**src/rtl/cmp_shadow.sv**
```systemverilog
module cmp_shadow #(
  parameter int W  = 16,
  parameter int BW = 8
) (
  input  logic         clk,
  input  logic         rst_n,
  input  logic         wr_en,
  input  logic [2:0]   wr_addr,
  input  logic [BW-1:0] wr_data,
  input  logic         hold,
  input  logic         auto_mode,
  input  logic         fifty,
  input  logic         cycle_end,
  output logic [W-1:0] act_sa,
  output logic [W-1:0] act_ra,
  output logic [W-1:0] act_sb,
  output logic [W-1:0] act_rb
);
  localparam int NREG = 4;
  localparam int RB_IDX = NREG - 1;

  logic [W-1:0] shd [NREG];
  logic         armed;
  logic         xfer;
  logic [1:0]   widx;
  logic         wr_rb_lo, wr_other;

  assign widx     = wr_addr[2:1];
  assign wr_rb_lo = wr_en && widx == 2'(RB_IDX) && !wr_addr[0];
  assign wr_other = wr_en && widx != 2'(RB_IDX);
  assign xfer     = auto_mode ? (cycle_end && armed) : !hold;

  always_ff @(posedge clk or negedge rst_n) begin
    if (!rst_n) begin
      for (int i = 0; i < NREG; i++) shd[i] <= '0;
    end else if (wr_en) begin
      if (wr_addr[0]) shd[widx][W-1:BW] <= wr_data;
      else            shd[widx][BW-1:0] <= wr_data;
    end
  end

  always_ff @(posedge clk or negedge rst_n) begin
    if (!rst_n)              armed <= 1'b0;
    else if (wr_rb_lo)       armed <= 1'b1;
    else if (wr_other)       armed <= 1'b0;
    else if (auto_mode && cycle_end && armed) armed <= 1'b0;
  end

  always_ff @(posedge clk or negedge rst_n) begin
    if (!rst_n) begin
      act_sa <= '0; act_ra <= '0; act_sb <= '0; act_rb <= '0;
    end else if (xfer) begin
      act_sa <= fifty ? shd[2] : shd[0];
      act_ra <= fifty ? shd[3] : shd[1];
      act_sb <= shd[2];
      act_rb <= shd[3];
    end
  end

  assert_follow_R3: assert property (@(posedge clk) disable iff (!rst_n)
    (!auto_mode && !hold && !fifty) |=> (act_rb == $past(shd[3]) && act_sa == $past(shd[0])));
  assert_hold_locked_R4: assert property (@(posedge clk) disable iff (!rst_n)
    (!auto_mode && hold) |=> $stable({act_sa, act_ra, act_sb, act_rb}));
  assert_auto_hold_R5: assert property (@(posedge clk) disable iff (!rst_n)
    (auto_mode && !(cycle_end && armed)) |=> $stable({act_sa, act_ra, act_sb, act_rb}));
  assert_disarm_R6: assert property (@(posedge clk) disable iff (!rst_n)
    (auto_mode && cycle_end && armed && !wr_rb_lo) |=> !armed);
  assert_mirror_R8: assert property (@(posedge clk) disable iff (!rst_n)
    (xfer && fifty) |=> (act_sa == act_sb && act_ra == act_rb));
endmodule

```
**config.mk**
```make
export PLATFORM = sky130hd
export DESIGN_NAME = cmp_shadow
export DESIGN_NICKNAME = d
export VERILOG_FILES = /design/src/rtl/cmp_shadow.sv
export SDC_FILE = /design/constraint.sdc
export NUM_CORES = 1
export LEC_CHECK = 0
export ABC_AREA = 1
export BUFFER_PORTS_ARGS = -buffer_cell sky130_fd_sc_hd__buf_2
export CORE_MARGIN = 2
export CORE_UTILIZATION = 45
export CTS_CLUSTER_SIZE = 10
export DETAILED_ROUTE_END_ITERATION = 8
export PLACE_DENSITY = 0.75
export SYNTH_ARGS = -nofsm -noshare
export SYNTH_HDL_FRONTEND = slang
export SYNTH_SLANG_ARGS = --single-unit
```
**constraint.sdc**
```tcl
create_clock -name clk -period 1.32 [get_ports clk]
set_clock_uncertainty 0.15 [all_clocks]
set_input_delay 0.132 -clock clk [delete_from_list [all_inputs] [get_ports clk]]
set_output_delay 0.132 -clock clk [all_outputs]
set_load 0.01 [all_outputs]
```
==> results.md <==
- Routed via count divided by cell count: 5.065
- Pin count of the biggest net entering global routing: 65
- Wire length after detailed routing: 14340 um
- Sum of buffers and inverters on the critical path: 1
- Number of H-tree levels: 4
- Worst-skew pair later-pin latency: 0.41 ns
- Area growth syn-to-layout: 26.29%
- Data arrival time at the worst-slack endpoint: 1.45 ns
- Worst setup slack before clock tree synthesis: 0.09008 ns
- # clock sinks: 129
- 1st-iter DRT viols: 310
- Headroom to the max-slew limit: 72.70%
- Series of cell instances along the critical path: nand3_4 -> buf_16 -> nand3_1 -> nand2_1
- Crit path setup slack, layout: 0.06373 ns
- Cell family with the largest share of critical-path delay: flip-flops
- Layout Utilization: 58.61%
- Avg Cell Area, Syn: 8.205 um2
- Deepest clock path buffer count: 2
- Startpoint-to-endpoint class of the critical path: reg -> reg
- Sequential area share after synthesis: 57.44%
- Endpoint kind of the worst setup timing path: flop
- Maximum VDD drop: 0.0007082 V
- Min cycle time layout: 1.256 ns
- Full die area: 0.01340 mm2
- Cell count after synthesis: 685
- PortBufs: 81
- Placeable core area: 0.01211 mm2
- Number of detailed-routing iterations run before antenna repair: 6
- Flip-flop and latch count after synthesis: 129
- Count of pins over their slew limit: 0
- RSZ-0062 raised after global routing: yes
- Synthesized net count: 703
- Worst setup SP type: flop
- Worst-case hold slack: 0.01655 ns
- Aggregate negative setup slack: 0 ns
- Leakage component of the power: 4.037 nW
- Number of inserted diodes: 0
- Final number of hold-violating endpoints: 0
- CTS Root Cell: clkbuf_16
- Worst Tran Pin Value: 0.4095 ns
- Hold crit path type: in -> reg
- Via count of the first global-routing pass: 4641
- Antenna violations before repair: 0
- Register area: 0.003228 mm2
- Initial standard-cell utilization of the core: 46.40%
- Outcome: complete, no violations
- Final-layout fill cell count: 1071
- Netlist area before placement: 0.005620 mm2
- Clock tree from TritonCTS: done
- Total chip power: 12.28 mW
- Power per Cell Area: 1730 mW/mm2
- Cell type of the slowest stage on the worst timing path: dfrtp_1
- Horizontal extent of the die: 115.8 um
- Tot GR Track Use: 22.24%
- Chip height: 115.8 um
- Critical path's largest stage delay: 0.40 ns
- Count of max-cap constraint violations: 0
- Drt wl/cell: 14.95 um
- Net total in the final layout: 796
- Dpl hpwl: 8941 um
- Clock transition time at the flip-flop clock pins of the worst setup and hold paths: 0.06 ns
- # rows: 40
- Maximum clock frequency: 0.7960 GHz
- Routability cong.: 0.7816
- Share of layout cells above drive strength 1: 19.60%
- Total I/O pin count: 82
- # DRC: 0
- Global-route wire length before repair: 23220 um
- Area of combinational cells with multiple inputs: 0.002182 mm2
- Yosys synthesis warning count: 0
- CTS buffer count: 17
- Final critical-path share of the clock period: 95.17%
- Library cells used by synthesis: 13
- DRT antenna net count: 0
- Worst Path Required: 1.52 ns
- Gr ovfl total: 0
- Top fanout value on the critical path: 64
- Via count: 4857
- Final setup violation count: 0
==> synthesized netlist by cell type <==
cell type	count	area [um2]
buf_2	26	130.1
nand2_1	392	1471
nor2_4	7	78.83
clkinv_4	1	8.760
inv_2	3	11.26
dfrtp_1	129	3228
nand2_4	6	67.56
clkbuf_1	10	37.54
nor2_8	1	20.02
nand2_2	3	18.77
buf_6	3	33.78
nand3_1	99	495.5
inv_1	5	18.77
==> cells in the final DEF, fill, tap and decap left out, drive strengths merged <==
cell and count:
nor2 8, dfrtp 129, clkinvlp 2, nand2 401
buf 99, clkinv 6, nand3 99, inv 8
clkbuf 22, dlygate4sd3 13, bufinv 4
==> final timing paths <==
| kind | slack [ns] | endpoint | depth (start not counted) | from |
|---|---|---|---|---|
| worst min register to register | 0.32 | shd[53]$_DFFE_PN0P_ | 2 | shd[53]$_DFFE_PN0P_ |
| worst max register to register | 0.06 | act_sa[2]$_DFFE_PN0P_ | 4 | armed$_DFFE_PN0P_ |
| max in group asynchronous | 0.45 | act_sa[8]$_DFFE_PN0P_ | 3 | rst_n |
| worst min-delay path | 0.02 | shd[37]$_DFFE_PN0P_ | 4 | wr_addr[2] |
| worst max-delay path | 0.06 | act_sa[2]$_DFFE_PN0P_ | 4 | armed$_DFFE_PN0P_ |
| min in group asynchronous | 0.06 | act_rb[4]$_DFFE_PN0P_ | 2 | rst_n |
==> where the power goes <==
| part | internal, mW | switching [mW] |
|---|---|---|
| combinational | 0.876 | 1.25 |
| sequential | 4.74 | 0.517 |
| clock | 3.24 | 1.65 |
==> layout make-up <==
cell class | instances | area share [%]
multi-input combinational | 508 | 30.74
clock buffer | 21 | 6.487
tap | 168 | 2.961
clock inverter | 11 | 2.256
timing repair buffer | 113 | 11.53
inverter | 9 | 0.5464
sequential | 129 | 45.48
==> layer usage <==
| metal | vias up | track usage, % | part of all wire [%] |
|---|---|---|---|
| li1 | 2334 | - | - |
| met1 | 2326 | 31.25 | 45 |
| met2 | 180 | 34.19 | 46 |
| met3 | 17 | 4.864 | 6.7 |
| met4 | 0 | 8.333 | 1.5 |
| met5 | - | 0 | 0 |
==> sequential cells by signal (all words and copies together), names as in the netlist <==
signal and count:
shd 64, act_ra 16, act_rb 16, act_sa 16, act_sb 16, armed 1
==> kinds of logic (layout without fill, tap and decap cells) <==
group	after synthesis	after routing	share of synthesized area, %
DFF	129	129	57.44
buffers and inverters	48	154	4.274
and+or+nand+nor	508	508	38.29
==> timing repair <==
item | 4_1_cts | 5_1_grt
gates resized for setup | 0 | 5
endpoints found under the hold margin | 194 | 0
endpoints found under the setup margin | 0 | 70
hold buffers | 13 | 0
buffers inserted | 0 | 0
==> through the flow <==
step / cell area [um2] / std cells
2_1_floorplan: 5620 / 685
3_3_place_gp: 6295 / 913
3_5_place_dp: 6295 / 913
4_1_cts: 7046 / 958
5_1_grt: 7098 / 959
6_report: 7098 / 959
==> worst min-delay path, cell delays in order <==
cell and delay [ns]:
buf_2 0.18, nor2_4 0.10, nand3_1 0.08, nand2_1 0.05
Power figures use the tool's default switching activity.
